`src/rtl/pec_pkg.sv`:
```
package pec_pkg;
  localparam int ADDR_W     = 4;
  localparam int DATA_W     = 32;
  localparam int CFG_STRIDE = 4;

  localparam logic [ADDR_W-1:0] A_DIR_LO   = 4'd0;
  localparam logic [ADDR_W-1:0] A_DIR_HI   = 4'd1;
  localparam logic [ADDR_W-1:0] A_ROUTE    = 4'd2;
  localparam logic [ADDR_W-1:0] A_MASK     = 4'd3;
  localparam logic [ADDR_W-1:0] A_CAUSE    = 4'd4;
  localparam logic [ADDR_W-1:0] A_CAP_BASE = 4'd5;

  // address of the nanosecond word of channel c; seconds word follows it
  function automatic logic [ADDR_W-1:0] cap_ns_addr(input int c);
    return A_CAP_BASE + ADDR_W'(2 * c);
  endfunction
endpackage

```
`src/rtl/pec_sync_edge.sv`:
```
module pec_sync_edge #(
  parameter int N_PINS = 4
) (
  input  logic              clk,
  input  logic              rst_n,
  input  logic [N_PINS-1:0] pin_in,
  input  logic [N_PINS-1:0] pin_is_out,
  output logic [N_PINS-1:0] pin_evt
);
  for (genvar p = 0; p < N_PINS; p++) begin : g_pin
    logic s1, s2, s3;
    always_ff @(posedge clk) begin
      if (!rst_n) begin
        s1 <= 1'b0;
        s2 <= 1'b0;
        s3 <= 1'b0;
      end else begin
        s1 <= pin_in[p];
        s2 <= s1;
        s3 <= s2;
      end
    end
    // any level change of a pin used as input
    assign pin_evt[p] = (s2 ^ s3) & ~pin_is_out[p];
  end
endmodule

```
`src/rtl/pec_regs.sv`:
```
module pec_regs
  import pec_pkg::*;
#(
  parameter int N_PINS = 4,
  parameter int N_CH   = 2,
  parameter int SEL_W  = 2
) (
  input  logic                       clk,
  input  logic                       rst_n,
  input  logic                       wr_en,
  input  logic [ADDR_W-1:0]          addr,
  input  logic [DATA_W-1:0]          wdata,
  output logic [N_PINS-1:0]          dir,
  output logic [N_CH-1:0]            ch_en,
  output logic [N_CH-1:0][SEL_W-1:0] ch_sel,
  output logic [N_CH-1:0]            irq_mask
);
  localparam int HALF = N_PINS / 2;

  logic [N_PINS-1:0]          dir_nxt;
  logic [N_CH-1:0]            en_nxt;
  logic [N_CH-1:0][SEL_W-1:0] sel_nxt;
  logic [N_CH-1:0]            mask_nxt;
  logic                       unused_wdata_bits;

  assign unused_wdata_bits = ^wdata;

  always_comb begin
    dir_nxt  = dir;
    en_nxt   = ch_en;
    sel_nxt  = ch_sel;
    mask_nxt = irq_mask;
    if (wr_en) begin
      if (addr == A_DIR_LO) dir_nxt[HALF-1:0] = wdata[HALF-1:0];
      if (addr == A_DIR_HI) dir_nxt[N_PINS-1:HALF] = wdata[N_PINS-HALF-1:0];
      if (addr == A_MASK) mask_nxt = wdata[N_CH-1:0];
      if (addr == A_ROUTE) begin
        for (int c = 0; c < N_CH; c++) begin
          en_nxt[c]  = wdata[c*CFG_STRIDE];
          sel_nxt[c] = wdata[c*CFG_STRIDE+1 +: SEL_W];
        end
      end
    end
    // a pin newly turned to output drops every channel routed to it
    for (int c = 0; c < N_CH; c++) begin
      if (dir_nxt[sel_nxt[c]] && !dir[sel_nxt[c]]) en_nxt[c] = 1'b0;
    end
  end

  always_ff @(posedge clk) begin
    if (!rst_n) begin
      dir      <= '0;
      ch_en    <= '0;
      ch_sel   <= '0;
      irq_mask <= '0;
    end else begin
      dir      <= dir_nxt;
      ch_en    <= en_nxt;
      ch_sel   <= sel_nxt;
      irq_mask <= mask_nxt;
    end
  end

  // previous direction, kept only for the check below
  logic [N_PINS-1:0] dir_prev;
  always_ff @(posedge clk) begin
    if (!rst_n) dir_prev <= '0;
    else        dir_prev <= dir;
  end

  for (genvar c = 0; c < N_CH; c++) begin : g_chk
    // an enabled channel never sits on a pin that has just become an output
    a_r8_auto_disable: assert property (@(posedge clk) disable iff (!rst_n)
      (ch_en[c] && dir[ch_sel[c]]) |-> dir_prev[ch_sel[c]]);
  end
endmodule

```
`src/rtl/pec_capture_ch.sv`:
```
module pec_capture_ch #(
  parameter int N_PINS = 4,
  parameter int SEL_W  = 2,
  parameter int SEC_W  = 32,
  parameter int NS_W   = 30
) (
  input  logic              clk,
  input  logic              rst_n,
  input  logic              en,
  input  logic [SEL_W-1:0]  sel,
  input  logic [N_PINS-1:0] pin_evt,
  input  logic [SEC_W-1:0]  tod_sec,
  input  logic [NS_W-1:0]   tod_nsec,
  input  logic              rd_hi,
  input  logic              clr_cause,
  input  logic              clr_ovf,
  output logic [SEC_W-1:0]  cap_sec,
  output logic [NS_W-1:0]   cap_nsec,
  output logic              cause,
  output logic              ovf
);
  logic evt;
  logic held;
  logic can_latch;

  assign evt       = en & pin_evt[sel];
  assign can_latch = !held || rd_hi;

  always_ff @(posedge clk) begin
    if (!rst_n) begin
      cap_sec  <= '0;
      cap_nsec <= '0;
      held     <= 1'b0;
    end else if (evt && can_latch) begin
      cap_sec  <= tod_sec;
      cap_nsec <= tod_nsec;
      held     <= 1'b1;
    end else if (rd_hi) begin
      held     <= 1'b0;
    end
  end

  always_ff @(posedge clk) begin
    if (!rst_n)                    ovf <= 1'b0;
    else if (evt && !can_latch)    ovf <= 1'b1;
    else if (clr_ovf)              ovf <= 1'b0;
  end

  always_ff @(posedge clk) begin
    if (!rst_n)         cause <= 1'b0;
    else if (evt)       cause <= 1'b1;
    else if (clr_cause) cause <= 1'b0;
  end

  // held time is frozen until the seconds word is read
  a_r5_hold_stable: assert property (@(posedge clk) disable iff (!rst_n)
    (held && !rd_hi) |=> ($stable(cap_sec) && $stable(cap_nsec)));
  // event against a held time reports overflow
  a_r5_ovf_on_busy: assert property (@(posedge clk) disable iff (!rst_n)
    (held && !rd_hi && evt) |=> ovf);
  // every accepted event leaves the cause set
  a_r3_cause_on_event: assert property (@(posedge clk) disable iff (!rst_n)
    evt |=> cause);
endmodule

```
`src/rtl/pinevt_capture_top.sv`:
```
module pinevt_capture_top
  import pec_pkg::*;
#(
  parameter int N_PINS = 4,
  parameter int N_CH   = 2,
  parameter int SEC_W  = 32,
  parameter int NS_W   = 30
) (
  input  logic              clk,
  input  logic              rst_n,
  input  logic [SEC_W-1:0]  tod_sec,
  input  logic [NS_W-1:0]   tod_nsec,
  input  logic [N_PINS-1:0] pin_in,
  output logic [N_PINS-1:0] pin_oe,
  input  logic              reg_wr,
  input  logic              reg_rd,
  input  logic [3:0]        reg_addr,
  input  logic [31:0]       reg_wdata,
  output logic [31:0]       reg_rdata,
  output logic              irq
);
  localparam int SEL_W = $clog2(N_PINS);
  localparam int HALF  = N_PINS / 2;

  logic [N_PINS-1:0]          dir;
  logic [N_PINS-1:0]          pin_evt;
  logic [N_CH-1:0]            ch_en;
  logic [N_CH-1:0][SEL_W-1:0] ch_sel;
  logic [N_CH-1:0]            irq_mask;
  logic [N_CH-1:0]            cause;
  logic [N_CH-1:0]            ovf;
  logic [N_CH-1:0][SEC_W-1:0] cap_sec;
  logic [N_CH-1:0][NS_W-1:0]  cap_nsec;
  logic                       cause_wr;

  assign pin_oe   = dir;
  assign cause_wr = reg_wr && (reg_addr == A_CAUSE);

  pec_sync_edge #(.N_PINS(N_PINS)) u_sync (
    .clk(clk), .rst_n(rst_n), .pin_in(pin_in), .pin_is_out(dir), .pin_evt(pin_evt)
  );

  pec_regs #(.N_PINS(N_PINS), .N_CH(N_CH), .SEL_W(SEL_W)) u_regs (
    .clk(clk), .rst_n(rst_n), .wr_en(reg_wr), .addr(reg_addr), .wdata(reg_wdata),
    .dir(dir), .ch_en(ch_en), .ch_sel(ch_sel), .irq_mask(irq_mask)
  );

  for (genvar c = 0; c < N_CH; c++) begin : g_ch
    logic rd_hi;
    assign rd_hi = reg_rd && (reg_addr == cap_ns_addr(c) + 4'd1);

    pec_capture_ch #(.N_PINS(N_PINS), .SEL_W(SEL_W), .SEC_W(SEC_W), .NS_W(NS_W)) u_ch (
      .clk(clk), .rst_n(rst_n), .en(ch_en[c]), .sel(ch_sel[c]), .pin_evt(pin_evt),
      .tod_sec(tod_sec), .tod_nsec(tod_nsec), .rd_hi(rd_hi),
      .clr_cause(cause_wr && reg_wdata[c]), .clr_ovf(cause_wr && reg_wdata[N_CH+c]),
      .cap_sec(cap_sec[c]), .cap_nsec(cap_nsec[c]), .cause(cause[c]), .ovf(ovf[c])
    );

    // a cause only appears for a channel that was enabled
    a_r4_cause_needs_enable: assert property (@(posedge clk) disable iff (!rst_n)
      $rose(cause[c]) |-> $past(ch_en[c]));
  end

  assign irq = |(cause & irq_mask);

  always_comb begin
    reg_rdata = '0;
    unique case (reg_addr)
      A_DIR_LO: reg_rdata[HALF-1:0] = dir[HALF-1:0];
      A_DIR_HI: reg_rdata[N_PINS-HALF-1:0] = dir[N_PINS-1:HALF];
      A_MASK:   reg_rdata[N_CH-1:0] = irq_mask;
      A_CAUSE:  reg_rdata[2*N_CH-1:0] = {ovf, cause};
      A_ROUTE: begin
        for (int c = 0; c < N_CH; c++) begin
          reg_rdata[c*CFG_STRIDE] = ch_en[c];
          reg_rdata[c*CFG_STRIDE+1 +: SEL_W] = ch_sel[c];
        end
      end
      default: begin
        for (int c = 0; c < N_CH; c++) begin
          if (reg_addr == cap_ns_addr(c))        reg_rdata = DATA_W'(cap_nsec[c]);
          if (reg_addr == cap_ns_addr(c) + 4'd1) reg_rdata = DATA_W'(cap_sec[c]);
        end
      end
    endcase
  end
endmodule

```
`config.mk`:
```
export PLATFORM = sky130hd
export DESIGN_NAME = pinevt_capture_top
export DESIGN_NICKNAME = d
export VERILOG_FILES = /design/src/rtl/pec_pkg.sv /design/src/rtl/pec_sync_edge.sv /design/src/rtl/pec_regs.sv /design/src/rtl/pec_capture_ch.sv /design/src/rtl/pinevt_capture_top.sv
export SDC_FILE = /design/constraint.sdc
export NUM_CORES = 1
export LEC_CHECK = 0
export BUFFER_PORTS_ARGS = -buffer_cell sky130_fd_sc_hd__clkbuf_2
export CORE_AREA = 2 2 131 133
export DETAILED_ROUTE_END_ITERATION = 16
export DIE_AREA = 0 0 133 135
export PLACE_DENSITY_LB_ADDON = 0.25
export SLEW_MARGIN = 40
export SYNTH_ARGS = -nofsm -noshare
export SYNTH_HDL_FRONTEND = slang
export SYNTH_HIERARCHICAL = 1
export SYNTH_SLANG_ARGS = --single-unit
export TNS_END_PERCENT = 10
```
`constraint.sdc`:
```
create_clock -name clk -period 2.7 [get_ports clk]
set_input_delay 0.135 -clock clk [delete_from_list [all_inputs] [get_ports clk]]
set_output_delay 0.135 -clock clk [all_outputs]
set_load 0.02 [all_outputs]
```
# Word level (Yosys, flattened, before mapping)
# Cells that the tools add are included.
# totals
inputBits	106
mem_bits_rw	0
memories	0
romBits	0
elab_cells	131
output_inout_bits	37
register_bits	154
latchBits	0
# classes
mul	0
n_addsub	0
n_eq_ne	8
div_mod_pow	0
reduce_logical	37
n_lt_le_gt_ge	4
n_shift	0
bitwise	16
n_mux	38
# op_table
op	n
two-way mux 32 bit	3
two-way mux 30 bit	1
two-way mux 25 bit	1
two-way mux 1 bit	18
equality test 4 x 3 -> 1 bit, second input constant	4
logical AND 1 bit	13
binary-select mux 1 bit (select 2 bit)	6
< comparator 2 x 3 -> 1 bit, second input constant	4
two-way mux 4 bit	3
nonzero test 2 bit	6
case mux 2 bit (5 select lines)	1
equality test 4 x 2 -> 1 bit, second input constant	2
OR reduction 4 bit	2
AND 1 bit	6
zero test 1 bit	6
case mux 3 bit (2 select lines)	1
OR reduction 2 bit	3
inverter 1 bit	5
OR reduction 5 bit	1
equality test 4 x 1 -> 1 bit, second input constant	1
equality test 4 bit, second input constant	1
zero test 4 bit	1
two-way mux 2 bit	2
AND reduction 2 bit	2
6 further kinds	10

# Depth between registers and ports, before layout
# depth
depth_word	8
ltp_mapped	9
depth_no_buf	6

# Cells and area by module
# Netlist, hierarchy kept.
# modules_own_cells
module	area_each_um2	n_inst	cells_each	seq_area_each_um2
pec_capture_ch	2680.1	2	285	1301.2
pinevt_capture_top	1242.4	1	227	0.0
pec_regs	593.1	1	63	240.2
pec_sync_edge	386.6	1	33	240.2

# Worst setup path before layout
# No wires, ideal clock.
# synth_timing
path_type	input-to-reg
start	input reg_addr[1]
end	register g_ch[0].u_ch.cap_nsec[0]
setup_slack_ns	1.139
path_stages	9
n_path_buf	5
setup_ns	0.118
required_ns	2.582
arrival_ns	1.443
path_cell_list	buf_4 buf_6 buf_4 and4_1 nor2b_1 nor2b_4 buf_12 buf_12 mux2i_1
# synth_via
elab_chain_cells	4
# synth_rtl
item	line	text
start: declaration	pinevt_capture_top.sv:17	input logic [3:0] reg_addr,
equality test 4 x 3 -> 1 bit	pinevt_capture_top.sv:50	assign rd_hi = reg_rd && (reg_addr == cap_ns_addr(c) + 4'd1);
logical AND 1 bit	pinevt_capture_top.sv:50	
via g_ch[0].rd_hi	pinevt_capture_top.sv:49	logic rd_hi;
logical OR 1 bit	pec_capture_ch.sv:27	assign can_latch = !held || rd_hi;
logical AND 1 bit	pec_capture_ch.sv:34	end else if (evt && can_latch) begin
end signal: assignment	pec_capture_ch.sv:36	cap_nsec <= tod_nsec;
end: declaration	pec_capture_ch.sv:18	output logic [NS_W-1:0] cap_nsec,
# The timed path passes the listed nets, and every way through them passes these cells.
# A chain may end at the register's enable or synchronous reset.

# Final worst setup path
# layout_timing
start	register u_sync.g_pin[1].s2
end	register g_ch[0].u_ch.cap_sec[26]
# layout_via
elab_chain_cells	6
# layout_rtl
item	line	text
start: declaration	pec_sync_edge.sv:11	logic s1, s2, s3;
start signal: assignment	pec_sync_edge.sv:15	s2 <= 1'b0;
start signal: assignment	pec_sync_edge.sv:19	s2 <= s1;
XOR 1 bit	pec_sync_edge.sv:24	assign pin_evt[p] = (s2 ^ s3) & ~pin_is_out[p];
AND 1 bit	pec_sync_edge.sv:24	
via pin_evt[1]	pinevt_capture_top.sv:26	logic [N_PINS-1:0] pin_evt;
binary-select mux 1 bit (select 2 bit)	pec_capture_ch.sv:26	assign evt = en & pin_evt[sel];
two-way mux 1 bit (implied by the code)	pec_capture_ch.sv:26	
AND 1 bit	pec_capture_ch.sv:26	
logical AND 1 bit	pec_capture_ch.sv:34	
end signal: assignment	pec_capture_ch.sv:35	cap_sec <= tod_sec;
end: declaration	pec_capture_ch.sv:17	output logic [SEC_W-1:0] cap_sec,
# The timed path passes the listed nets, and every way through them passes these cells. The select of a mux whose other input is x is not followed.

==> flow_summary.yaml <==
final_layout:
  layout_common_cells: "nand2_1, dfxtp_1, mux2i_1"
  nNetsFinal: 1154
  drive_gt1_share_pct: 17.9
  mostFrequentLayoutCell: "nand2_1"
  syn_to_final_growth_pct: 23.3
  insertedDiodeCount: 0
  fill_cells: 1473
route:
  ant_nets: 0
  drc: 0
  wl_per_cell_um: 14.2
  drt-vias-per-instance: 4.97
  drtPass1Iterations: 6
  finalWirelength_um: 18200
  vias: 6371
  drt_first_iter_violations: 463
synth:
  synth_top_area_share_pct: 40.7
  synthXorXnorAreaFrac_pct: 0.462
  syn_area_per_cell_um2: 8.49
  synth_top_family_by_area: "simple AND/OR/NAND/NOR gates"
  synth_area_um2: 7580
  synth_ff_type: "dfxtp_1"
  synth-edff-count: 0
  synthSimpleGateAreaFrac_pct: 22.9
  synthArstFlopShare_pct: 0
  synthMuxAreaShare_pct: 19.9
  ys_seq_area_share_pct: 40.7
  synth_top_area_cell: "dfxtp_1"
  synth_cell_type_count: 52
  synth-seq-cells: 154
  synth_cells: 893
  synth_area_leaders: "dfxtp_1, mux2i_1, nand2_1"
  synth_compound_area_share_pct: 8.58
  synth_nets: 999
  ys_warn_count: 6
  synth_fa_ha_area_share_pct: 0
worst_setup_path:
  cp_cell_sequence: "xnor2_1 > nor2_1 > mux2i_1 > o22ai_2 > nor2b_4 > buf_12 > mux2i_1"
  start_kind: "flip-flop"
  cp_num_cells: 7
  crit_type: "reg2reg"
  timing.rr.start: "u_sync/g_pin[1].s2"
  end_kind: "flip-flop"
  cp_common_cell: "mux2i_1"
  crit_fanout: 45
  critPathSlowestCell: "nor2b_4"
  critical_path.startpoint: "u_sync/g_pin[1].s2"
  worst-r2r-cell-count: 7
  required_ns: 3.05
  path_delay_family: "simple AND/OR/NAND/NOR gates"
  slowest_delay_ns: 0.67
  crit_buf_inv: 1
  crit_arrival_ns: 2.74
floorplan:
  rows: 47
  die_w_um: 133
  die_h_um: 135
  num_io_pins: 143
  floorplan.initialDensity_pct: 46.2
  die_area_um2: 18000
  core_um2: 16400
min_path:
  hold_class: "in2reg"
  hold_depth: 3
  worstHoldStart: "reg_wdata[2]"
sta:
  worst_slew_pin_slew_ns: 0.720
  drv_slew: 0
  rsz0062_at_grt: "false"
  clock.fmax_mhz: 419
  hold_violations: 0
  period_needed_ns: 2.39
  setup_viol: 0
  clock_skew_ns: 0.00776
  setup-tns-final_ns: 0
  setup_ws_ns: 0.311
  slew_headroom_pct: 51.9
  finalCritPeriodShare_pct: 88.5
global_routing:
  grt.overflow.total: 0
  grt_pass1_wl_um: 29600
  grt_max_degree: 94
  antenna_found_initial: 0
  grt_usage_pct: 20.6
  grt_pass1_vias: 5842
clock_tree:
  cts_sinks: 154
  cts_tree: "built"
  numCtsBuffers: 17
  clk_latency_ns: 0.42
  cts.clk_slew.worst_paths_ns: 0.06
  htreeDepth: 4
  cts_buffer_depth: 2
  cts.root.buffer_cell: "clkbuf_16"
  cts_resized: 0
power_and_ir_drop:
  power_frac_comb_pct: 9.0
  p_seq_share_pct: 45.6
  power.density_nw_per_um2: 538
  p_sw_share_pct: 23.9
  ir_drop_uv: 455
  power.internal_mw: 3.82
  leakagePower_nw: 3.69
  power_frac_clock_pct: 45.4
  power.switching_mw: 1.20
placed_design:
  pre_cts_slack_ns: 0.315
  dp_hpwl_um: 11300
  port-buffer-count: 117
  gp_congestion: 0.880
status:
  status: "complete, no violations"
flow_run:
  cap_viol_max_count: 0
-- state kept, by name, indices dropped and copies added, names as in the netlist --
name,cells
g_ch.u_ch/ovf,2
u_sync/g_pin.s2,4
u_regs/ch_sel,4
u_sync/g_pin.s3,4
g_ch.u_ch/cap_sec,64
g_ch.u_ch/held,2
u_regs/irq_mask,2
g_ch.u_ch/cause,2
u_regs/dir,4
u_sync/g_pin.s1,4
g_ch.u_ch/cap_nsec,60
u_regs/ch_en,2
-- stage by stage --
stage / area [um2] / utilization (%) / instances / hold slack (ns) / total power [mW]
2_1_floorplan: 7580 / - / 893 / 0.257 / 2.57
3_3_place_gp: 8100 / 49.4 / 1181 / 0.334 / 2.71
3_5_place_dp: 8100 / 49.4 / 1181 / 0.338 / 2.71
4_1_cts: 9350 / 57.0 / 1281 / 0.000696 / 5.08
5_1_grt: 9350 / 57.0 / 1281 / 0.0193 / 5.23
6_report: 9350 / 57.0 / 1281 / 0.0215 / 5.03
-- Yosys cell counts, drive strengths merged (4+ instances only) --
cell type and n:
inv 4, and2 17, o22ai 8, and3 4, a21o 4, nand2 330, o21a 5, buf 36
dfxtp 154, mux2i 145, nor2b 8, o21ai 51, nor2 19, a21oi 27, xnor2 4, nand3 5
clkbuf 32
-- cell type report --
class                      count  area [um2]  area share, %
clock buffer                  22         474           5.07
inverter                       4        15.0          0.161
clock inverter                10        92.6          0.991
sequential                   154        3080           33.0
tap                          220         275           2.95
multi-input combinational    667        3930           42.0
timing repair buffer         204        1480           15.8
-- power groups by stage --
stage,Sequential [mW],Combinational [mW],Clock (mW)
floorplan,2.34,0.230,0
global placement,2.34,0.370,0
detailed placement,2.34,0.370,0
CTS,2.29,0.450,2.34
global route,2.29,0.498,2.44
finish,2.29,0.451,2.28
-- metal layers --
metal	part of all wire, %	wire (um)	vias up	global-route usage (%)
li1	-	-	3285	-
met4	1.5	273	0	6.75
met2	45	8220	147	32.5
met1	49	8900	2920	28.7
met5	0	0	-	0
met3	4.2	765	19	3.64
-- what timing repair did --
action / CTS / global route
hold buffers: 68 / 0
hold endpoints to repair: 130 / 0
setup endpoints to repair: 0 / 0
buffers inserted: 0 / 0
-- worst min-delay path: cells and delay by family --
family | cells | cell delay, ns
simple gates | 1 | 0.07
mux | 1 | 0.07
buf+inv | 1 | 0.12
-- final timing paths --
| check | end | slack, ns |
|---|---|---|
| max | g_ch[0].u_ch/cap_sec[26] | 0.31 |
| min | u_regs/ch_sel[1] | 0.02 |
| max reg2reg | g_ch[0].u_ch/cap_sec[26] | 0.31 |
| min reg2reg | u_sync/g_pin[0].s2 | 0.44 |
-- logic make-up after synthesis --
kind of cell | Yosys count
and+or+nand+nor | 404
AOI/OAI and AO/OA | 111
DFF | 154
buffers and inverters | 72
muxes | 148
xor gates and xnor gates | 4
No activity file was read; power rests on OpenSTA's default activity.
